===== src/rtl/rxflag_pkg.sv =====
`timescale 1ns/1ps
package rxflag_pkg;
   localparam int BYTE_W = 8;

   typedef enum logic [1:0] {
      REG_COMP = 2'd0,
      REG_OVR  = 2'd1,
      REG_IEN  = 2'd2,
      REG_NONE = 2'd3
   } rxflag_reg_e;

   // true when two byte windows of length n share an offset
   function automatic bit windows_overlap(input int a, input int b, input int n);
      return (a < b + n) && (b < a + n);
   endfunction
endpackage


===== src/rtl/rxflag_flag_bank.sv =====
`timescale 1ns/1ps
module rxflag_flag_bank #(
   parameter int W = 16
) (
   input  logic         clk,
   input  logic         rst_n,
   input  logic [W-1:0] set_i,
   input  logic [W-1:0] clr_i,
   output logic [W-1:0] flags_o
);
   for (genvar i = 0; i < W; i++) begin : g_bit
      logic q;
      always_ff @(posedge clk or negedge rst_n) begin
         if (!rst_n)        q <= 1'b0;
         else if (set_i[i]) q <= 1'b1;   // hardware set has priority
         else if (clr_i[i]) q <= 1'b0;
      end
      assign flags_o[i] = q;
   end
endmodule


===== src/rtl/rxflag_enable_reg.sv =====
`timescale 1ns/1ps
module rxflag_enable_reg #(
   parameter int W = 16
) (
   input  logic         clk,
   input  logic         rst_n,
   input  logic [W-1:0] mask_i,
   input  logic [W-1:0] val_i,
   output logic [W-1:0] en_o
);
   for (genvar i = 0; i < W; i++) begin : g_bit
      logic q;
      always_ff @(posedge clk or negedge rst_n) begin
         if (!rst_n)         q <= 1'b0;
         else if (mask_i[i]) q <= val_i[i];
      end
      assign en_o[i] = q;
   end
endmodule


===== src/rtl/rxflag_irq_combine.sv =====
`timescale 1ns/1ps
module rxflag_irq_combine #(
   parameter int W          = 16,
   parameter bit REGISTERED = 1'b1
) (
   input  logic         clk,
   input  logic         rst_n,
   input  logic [W-1:0] comp_i,
   input  logic [W-1:0] en_i,
   output logic         irq_o
);
   logic pend;
   assign pend = |(comp_i & en_i);

   if (REGISTERED) begin : g_reg
      logic irq_q;
      always_ff @(posedge clk or negedge rst_n) begin
         if (!rst_n) irq_q <= 1'b0;
         else        irq_q <= pend;
      end
      assign irq_o = irq_q;
   end else begin : g_comb
      assign irq_o = pend;
   end
endmodule


===== src/rtl/rxflag_cpu_port.sv =====
`timescale 1ns/1ps
module rxflag_cpu_port
   import rxflag_pkg::*;
#(
   parameter int NUM_BUF   = 16,
   parameter int ADDR_W    = 8,
   parameter int COMP_BASE = 'h4A,
   parameter int OVR_BASE  = 'h4C,
   parameter int IEN_BASE  = 'h4E
) (
   input  logic [ADDR_W-1:0]  addr_i,
   input  logic               we_i,
   input  logic [BYTE_W-1:0]  wdata_i,
   input  logic               rd_i,
   input  logic               rmw_i,
   input  logic [NUM_BUF-1:0] comp_i,
   input  logic [NUM_BUF-1:0] ovr_i,
   input  logic [NUM_BUF-1:0] ien_i,
   output logic [NUM_BUF-1:0] comp_clr_o,
   output logic [NUM_BUF-1:0] ovr_clr_o,
   output logic [NUM_BUF-1:0] ien_mask_o,
   output logic [NUM_BUF-1:0] ien_val_o,
   output logic [BYTE_W-1:0]  rdata_o
);
   localparam int NBYTES = NUM_BUF / BYTE_W;
   localparam int IDX_W  = (NBYTES > 1) ? $clog2(NBYTES) : 1;

   rxflag_reg_e      region;
   logic [IDX_W-1:0] bidx;

   always_comb begin
      region = REG_NONE;
      bidx   = '0;
      for (int b = 0; b < NBYTES; b++) begin
         if (addr_i == ADDR_W'(COMP_BASE + b)) begin
            region = REG_COMP;
            bidx   = IDX_W'(b);
         end
         if (addr_i == ADDR_W'(OVR_BASE + b)) begin
            region = REG_OVR;
            bidx   = IDX_W'(b);
         end
         if (addr_i == ADDR_W'(IEN_BASE + b)) begin
            region = REG_IEN;
            bidx   = IDX_W'(b);
         end
      end
   end

   always_comb begin
      comp_clr_o = '0;
      ovr_clr_o  = '0;
      ien_mask_o = '0;
      if (we_i) begin
         case (region)
            REG_COMP: comp_clr_o[bidx*BYTE_W +: BYTE_W] = ~wdata_i;
            REG_OVR:  ovr_clr_o[bidx*BYTE_W +: BYTE_W]  = ~wdata_i;
            REG_IEN:  ien_mask_o[bidx*BYTE_W +: BYTE_W] = '1;
            default:  ;
         endcase
      end
   end

   assign ien_val_o = {NBYTES{wdata_i}};

   always_comb begin
      rdata_o = '0;
      if (rd_i) begin
         case (region)
            REG_COMP: rdata_o = comp_i[bidx*BYTE_W +: BYTE_W];
            REG_OVR:  rdata_o = rmw_i ? '1 : ovr_i[bidx*BYTE_W +: BYTE_W];
            REG_IEN:  rdata_o = ien_i[bidx*BYTE_W +: BYTE_W];
            default:  rdata_o = '0;
         endcase
      end
   end
endmodule


===== src/rtl/rxflag_regs.sv =====
`timescale 1ns/1ps
module rxflag_regs
   import rxflag_pkg::*;
#(
   parameter int NUM_BUF   = 16,
   parameter int ADDR_W    = 8,
   parameter int COMP_BASE = 'h4A,
   parameter int OVR_BASE  = 'h4C,
   parameter int IEN_BASE  = 'h4E,
   parameter bit IRQ_REG   = 1'b1
) (
   input  logic               clk,
   input  logic               rst_n,
   input  logic [NUM_BUF-1:0] store_i,
   input  logic [ADDR_W-1:0]  cpu_addr,
   input  logic               cpu_we,
   input  logic [7:0]         cpu_wdata,
   input  logic               cpu_rd,
   input  logic               cpu_rmw,
   output logic [7:0]         cpu_rdata,
   output logic               rx_irq_o
);
   localparam int NBYTES = NUM_BUF / BYTE_W;
   localparam int ASPAN  = 2 ** ADDR_W;

   if ((NUM_BUF % BYTE_W) != 0 || NUM_BUF < BYTE_W) begin : g_bad_width
      $error("rxflag_regs: NUM_BUF must be a nonzero multiple of 8");
   end
   if (windows_overlap(COMP_BASE, OVR_BASE, NBYTES) ||
       windows_overlap(COMP_BASE, IEN_BASE, NBYTES) ||
       windows_overlap(OVR_BASE, IEN_BASE, NBYTES)) begin : g_bad_map
      $error("rxflag_regs: register windows overlap");
   end
   if (COMP_BASE + NBYTES > ASPAN || OVR_BASE + NBYTES > ASPAN ||
       IEN_BASE + NBYTES > ASPAN) begin : g_bad_addr
      $error("rxflag_regs: register window outside address range");
   end

   logic [NUM_BUF-1:0] comp_q, ovr_q, ien_q;
   logic [NUM_BUF-1:0] comp_clr, ovr_clr, ien_mask, ien_val;
   logic [NUM_BUF-1:0] ovr_set;

   // overrun uses the completion state held before this store
   assign ovr_set = store_i & comp_q;

   rxflag_cpu_port #(
      .NUM_BUF(NUM_BUF), .ADDR_W(ADDR_W),
      .COMP_BASE(COMP_BASE), .OVR_BASE(OVR_BASE), .IEN_BASE(IEN_BASE)
   ) u_port (
      .addr_i(cpu_addr), .we_i(cpu_we), .wdata_i(cpu_wdata),
      .rd_i(cpu_rd), .rmw_i(cpu_rmw),
      .comp_i(comp_q), .ovr_i(ovr_q), .ien_i(ien_q),
      .comp_clr_o(comp_clr), .ovr_clr_o(ovr_clr),
      .ien_mask_o(ien_mask), .ien_val_o(ien_val),
      .rdata_o(cpu_rdata)
   );

   rxflag_flag_bank #(.W(NUM_BUF)) u_comp (
      .clk(clk), .rst_n(rst_n), .set_i(store_i), .clr_i(comp_clr), .flags_o(comp_q)
   );

   rxflag_flag_bank #(.W(NUM_BUF)) u_ovr (
      .clk(clk), .rst_n(rst_n), .set_i(ovr_set), .clr_i(ovr_clr), .flags_o(ovr_q)
   );

   rxflag_enable_reg #(.W(NUM_BUF)) u_ien (
      .clk(clk), .rst_n(rst_n), .mask_i(ien_mask), .val_i(ien_val), .en_o(ien_q)
   );

   rxflag_irq_combine #(.W(NUM_BUF), .REGISTERED(IRQ_REG)) u_irq (
      .clk(clk), .rst_n(rst_n), .comp_i(comp_q), .en_i(ien_q), .irq_o(rx_irq_o)
   );
endmodule


===== config.mk =====
export PLATFORM = sky130hd
export DESIGN_NAME = rxflag_regs
export DESIGN_NICKNAME = d
export VERILOG_FILES = /design/src/rtl/rxflag_pkg.sv /design/src/rtl/rxflag_flag_bank.sv /design/src/rtl/rxflag_enable_reg.sv /design/src/rtl/rxflag_irq_combine.sv /design/src/rtl/rxflag_cpu_port.sv /design/src/rtl/rxflag_regs.sv
export SDC_FILE = /design/constraint.sdc
export NUM_CORES = 1
export LEC_CHECK = 0
export BUFFER_PORTS_ARGS = -buffer_cell sky130_fd_sc_hd__buf_2
export CAP_MARGIN = 40
export CORE_ASPECT_RATIO = 0.8
export CORE_UTILIZATION = 53
export CTS_BUF_LIST = sky130_fd_sc_hd__clkbuf_8
export CTS_CLUSTER_DIAMETER = 120
export DETAILED_ROUTE_END_ITERATION = 6
export PLACE_DENSITY_LB_ADDON = 0.08
export SLEW_MARGIN = 20
export SYNTH_ARGS = -nofsm -noshare
export SYNTH_HDL_FRONTEND = slang
export SYNTH_SLANG_ARGS = --single-unit

===== constraint.sdc =====
create_clock -name clk -period 2.62 [get_ports clk]
set_input_delay 0.524 -clock clk [delete_from_list [all_inputs] [get_ports clk]]
set_output_delay 0.524 -clock clk [all_outputs]
set_load 0.02 [all_outputs]

==> key figures, run 1 <==
Timing
  • Hold_ws: 111.8 ps
  • Final hold vios: 0
  • Unrepaired setup endpoints after global routing: yes
  • Relative slew slack: 0.6769
  • Fin. max-slew vios: 0
  • Final WS setup: 0.7285 ps
  • Max frequency: 0.3818 GHz
  • Worst Max-Slew Pin Slew: 483.1 ps
  • Clk_skew: 6.823 ps
  • Setup violators final: 0
  • Tmin final: 2619 ps
  • Tcrit/Tclk final: 0.9997

Route
  • Total Wirelength: 6449 um
  • DRC violations left: 0
  • Via count: 2169
  • WL/cell: 17.48 um
  • Antenna Nets Post-Route: 0
  • Iter 0 DRT Violations: 189
  • Avg Vias per Cell: 5.878
  • Pre-antenna DRT Iters: 4

Place
  • Pre-CTS WS: -37.68 ps
  • IO buf count: 45
  • DP Wirelength: 4450 um
  • Placed Area: 2928 um^2
  • Gpl congestion: 0.8206

Synth
  • Most frequent cell after synthesis: nand2_1
  • Syn Nets: 285
  • EDFF count, synth: 0
  • Post-Syn Instances: 248
  • Cell taking the most area after synthesis: dfrtp_1
  • YS warnings: 0
  • Top_reg_cell synth: dfrtp_1
  • Synth cell count leaders: nand2_1, dfrtp_1, mux2_2
  • Post-synthesis sequential area ratio: 0.4844
  • Register bit total from synthesis: 49
  • Netlist cell types: 28
  • Post-synthesis async set-or-reset flop share: 1.000
  • Post-synthesis instance area: 2531 um^2
  • Mean post-synth cell area: 10.21 um^2
  • Synth top area share: 0.4844
  • Top cells by area, synth: dfrtp_1, mux2_2, nand2_1

Clock tree
  • Root buffer cell: clkbuf_8
  • CTS Buf Count: 5
  • Clk slew on worst S/H paths: 90 ps
  • # H-tree levels: 2
  • TritonCTS clock tree: done
  • Worst-case clock buffer depth: 2
  • Hold_buf cts: 0
  • Worst skew pair latency: 300 ps
  • Clk sinks: 49

Job
  • Max Cap Viol: 0

Floorplan
  • Die Height: 63.81 um
  • Die W: 79.27 um
  • Initial Util: 0.5506
  • CORE AREA: 4597 um^2
  • Die Area: 5058 um^2
  • FP Rows: 22
  • I/O pin total: 46

Status
  • Status: finished, final reports clean

Critical path
  • Slowest CP cell: a221o_1
  • Setup CP Type: input pin to primary output
  • Most used cell, CP: buf_6
  • R2r setup slk: 1410 ps
  • Crit path launch type: input pin
  • Critical path peak fanout: 4
  • WP buf/inv: 3
  • Crit path cell chain: buf_6, nor4b_4, and4b_2, buf_6, mux2_4, a221o_1, buf_6
  • Largest delay share family, worst path: simple AND/OR/NAND/NOR gates
  • Crit. End Element: primary output
  • Required @ worst endpoint: 2100 ps
  • Critical path's largest stage delay: 340 ps
  • Critical Path AT: 2100 ps

Pwr
  • Maximum VDD drop: 0.4729 mV
  • Leak pwr: 1.394 nW
  • Power consumption: 1.521 mW
  • PwrDens: 483.0 nW/um^2

Global routing
  • Number of global-route vias before repair: 2074
  • Aggregate global routing overflow: 0
  • Initial antenna violation count: 0
  • Largest net degree at the start of global routing: 37
  • First-pass GRT wire length: 10490 um
  • All-Layer GR Usage: 0.2786

Finish
  • Proportion of layout cells with a drive suffix above 1: 0.3269
  • Final Instance Area: 3149 um^2
  • ANT cells: 0
  • Fin nets: 345
  • Area Overhead vs Synth: 24.42%

Worst hold path
  • Worst hold path class: input pin to async pin
registers in the layout, indices dropped and copies added (netlist names):
register        cells
u_ovr.g_bit.q      16
u_comp.g_bit.q     16
u_irq.irq_o         1
u_ien.g_bit.q      16
worst paths after layout:
kind / startpoint / depth (start not counted) / end
setup / recovery: cpu_addr[7] / 7 / cpu_rdata[1]
hold / removal: rst_n / 1 / u_comp.g_bit[3].q
setup reg to reg: u_comp.g_bit[14].q / 3 / u_irq.irq_o
hold reg to reg: u_ovr.g_bit[7].q / 1 / u_ovr.g_bit[7].q
max in group asynchronous: rst_n / 2 / u_comp.g_bit[15].q
min in group clk: store_i[11] / 2 / u_comp.g_bit[11].q
stage by stage:
step / setup TNS (ps) / util / std cells
6_report: 0 / 0.6851 / 369
3_5_place_dp: -158.0 / 0.6369 / 360
5_1_grt: -309.6 / 0.6851 / 369
3_3_place_gp: -15.75 / 0.6369 / 360
4_1_cts: -26.80 / 0.6794 / 369
2_1_floorplan: 0 / - / 248
cells by family (layout without fill, tap and decap cells):
family / after synthesis / after routing / share of synthesized area
flops: 49 / 49 / 0.4844
compound gates: 66 / 66 / 0.1869
buf+inv: 10 / 71 / 0.01730
mux: 24 / 24 / 0.1068
simple gates: 99 / 99 / 0.2047
placed cells by master (no fill, tap or decap), types with 6 or more instances in the layout:
master and count:
mux2_4 7, a22o_1 12, buf_6 12, buf_2 35, a221o_1 8, nor2_1 10, nand2_1 66, a21o_1 16
mux2_2 16, a21oi_1 16, o21ai_0 8, clkbuf_8 6, buf_4 15, dfrtp_1 49, nand3b_1 8
what timing repair did:
action / in CTS / in global routing
pin swaps: 5 / 2
resized for setup: 21 / 8
endpoints found under the setup margin: 8 / 8
cloned: 0 / 0
setup buffers: 1 / 0
report_power, final:
group	switching (mW)	internal, mW	total (mW)	leakage (nW)
clock	0.249	0.308	0.557	0.0626
combinational	0.101	0.0774	0.179	0.819
sequential	0.0116	0.774	0.785	0.512
total	0.362	1.16	1.52	1.39
layer usage:
layer	track usage	vias to the layer above	wire length (um)
met3	0.05571	10	402
met1	0.3925	1057	2913
met2	0.4364	81	3040
li1	-	1021	-
met5	0	-	0
met4	0.08182	0	92
layout make-up:
type,count,area (um^2)
Clock inverter,2,33.78
Tap cell,60,75.07
Sequential cell,49,1226
Timing Repair Buffer,63,442.9
Fill cell,372,1448
Clock buffer,6,82.58
Multi-Input combinational cell,189,1289
No activity file was read; power rests on OpenSTA's default activity.
==> inputs of run 2 (changes only) <==
--- a/config.mk
+++ b/config.mk
@@ -5,13 +5,12 @@
 export SDC_FILE = /design/constraint.sdc
 export NUM_CORES = 1
 export LEC_CHECK = 0
-export BUFFER_PORTS_ARGS = -buffer_cell sky130_fd_sc_hd__buf_2
 export CAP_MARGIN = 40
-export CORE_ASPECT_RATIO = 0.8
 export CORE_UTILIZATION = 53
 export CTS_BUF_LIST = sky130_fd_sc_hd__clkbuf_8
 export CTS_CLUSTER_DIAMETER = 120
 export DETAILED_ROUTE_END_ITERATION = 6
+export DONT_BUFFER_PORTS = 1
 export PLACE_DENSITY_LB_ADDON = 0.08
 export SLEW_MARGIN = 20
 export SYNTH_ARGS = -nofsm -noshare
==> key figures, run 2 (same netlist as run 1, synthesis figures left out) <==
Global routing
  • All-Layer GR Usage: 0.2724
  • First-pass GRT wire length: 10130 um
  • Largest net degree at the start of global routing: 50
  • Number of global-route vias before repair: 1916
  • Aggregate global routing overflow: 0
  • Initial antenna violation count: 0

Route
  • Avg Vias per Cell: 6.401
  • Total Wirelength: 6295 um
  • Iter 0 DRT Violations: 134
  • WL/cell: 20.37 um
  • Via count: 1978
  • Antenna Nets Post-Route: 0
  • DRC violations left: 1
  • Pre-antenna DRT Iters: 7

Place
  • Gpl congestion: 0.7640
  • DP Wirelength: 4176 um
  • DP Cell Count: 299
  • Pre-CTS WS: 36.63 ps
  • IO buf count: 0

Pwr
  • Sequential share of power: 0.562
  • Net Sw Frac: 0.2446
  • Internal cell power: 1.065 mW
  • Psw: 0.3449 mW
  • Clk network pwr share: 0.363
  • PwrDens: 510.8 nW/um^2
  • Leak pwr: 1.123 nW
  • Maximum VDD drop: 0.3597 mV
  • Combinational share of power: 0.075

Timing
  • Max frequency: 0.4045 GHz
  • Final hold vios: 0
  • Unrepaired setup endpoints after global routing: no
  • Total negative slack: 0 ps
  • Setup violators final: 0
  • Relative slew slack: 0.4888
  • Tcrit/Tclk final: 0.9437
  • Worst Max-Slew Pin Slew: 766.8 ps
  • Fin. max-slew vios: 0
  • Tmin final: 2472 ps
  • Clk_skew: 8.065 ps
  • Final WS setup: 147.5 ps

Finish
  • Fin util: 0.6169
  • Register area: 1226 um^2
  • Most common cell after layout, fill and taps aside: nand2_1
  • Multi-input logic area: 1261 um^2
  • Area Overhead vs Synth: 9.046%
  • Fill cells: 379
  • Non-Filler Instances: 309
  • Proportion of layout cells with a drive suffix above 1: 0.1907
  • ANT cells: 0
  • Top Registers: u_comp.g_bit.q x16, u_ien.g_bit.q x16, u_ovr.g_bit.q x16
  • Commonest non-fill, non-tap cells in the layout: nand2_1, dfrtp_1, mux2_2
  • Fin nets: 293

Critical path
  • Critical path endpoint: cpu_rdata[5]
  • Critical path peak fanout: 5
  • Critical Path AT: 1950 ps
  • CP Launch Point: cpu_addr[7]
  • Required @ worst endpoint: 2100 ps
  • Crit. End Element: primary output
  • R2R Path End: u_irq.irq_o
  • R2r setup slk: 1390 ps
  • Setup CP Type: input pin to primary output
  • Crit path launch type: input pin
  • R2r startpoint: u_comp.g_bit[6].q
  • Worst reg-to-reg path cell count: 3

Clock tree
  • Clk slew on worst S/H paths: 100 ps
  • Root buffer cell: clkbuf_8
  • CTS Buf Count: 5
  • Clk sinks: 49
  • PostCTS Resize Cnt: 0
  • Worst-case clock buffer depth: 2
  • Worst skew pair latency: 310 ps
  • # H-tree levels: 2
  • TritonCTS clock tree: done

Status
  • Status: finished with violations
  • Failing checks: design-rule violations

Floorplan
  • CORE AREA: 4474 um^2
  • I/O pin total: 46
  • Die Height: 71.11 um
  • Die W: 71.11 um
  • Initial Util: 0.5657
  • Die Area: 5056 um^2
  • FP Rows: 24

Worst hold path
  • Worst hold path class: input pin to async pin

Job
  • Max Cap Viol: 0
-- run 2: cell types whose count changed in the layout (fill, tap and decap cells not counted), sizes merged --
cell	change
buf	-52
clkbuf	+1
bufinv	-1
-- run 2: stage by stage --
stage          cell area, um^2  power, mW  hold WS [ps]
3_3_place_gp              2620     0.8933         230.0
3_5_place_dp              2620     0.8947         229.4
4_1_cts                   2753      1.420         61.56
5_1_grt                   2760      1.459         55.50
6_report                  2760      1.410         48.08
2_1_floorplan             2531     0.8821         228.4
-- run 2: worst min path at each step --
stage	from	end
after floorplan	rst_n	u_comp.g_bit[0].q
after global placement	rst_n	u_comp.g_bit[10].q
after detailed placement	rst_n	u_ovr.g_bit[8].q
after CTS	rst_n	u_ovr.g_bit[2].q
after global routing	rst_n	u_ovr.g_bit[2].q
final	rst_n	u_ovr.g_bit[2].q
-- run 2: repair_timing --
action,in CTS,in global routing
setup endpoints to repair,0,6
hold buffers,1,0
setup buffers,0,1
hold endpoints to repair,49,0
-- run 2: power by group through the flow --
stage,combinational (mW),clock [mW],sequential (mW)
final,0.106,0.511,0.793
after global routing,0.119,0.544,0.796
after CTS,0.106,0.521,0.793
after detailed placement,0.0865,0,0.808
after global placement,0.0855,0,0.808
after floorplan,0.0768,0,0.805
-- run 2: cell type report --
type                    count  area share
repair buffers             11     0.03717
flip-flops and latches     49      0.4442
well taps                  52     0.02357
clock inverters             1    0.003173
multi-input cells         189      0.4569
clock buffers               7     0.03490
-- run 2: per-layer routing --
metal	wire length (um)	track usage
met2	3120	0.4338
met5	0	0
met1	2673	0.3658
met3	391	0.05983
met4	109	0.1067
-- run 2: worst max-delay path, stage by stage --
cell and delay, ps:
nor4b_4 270, and4b_1 260, buf_4 170, mux2_2 340
a221o_1 390
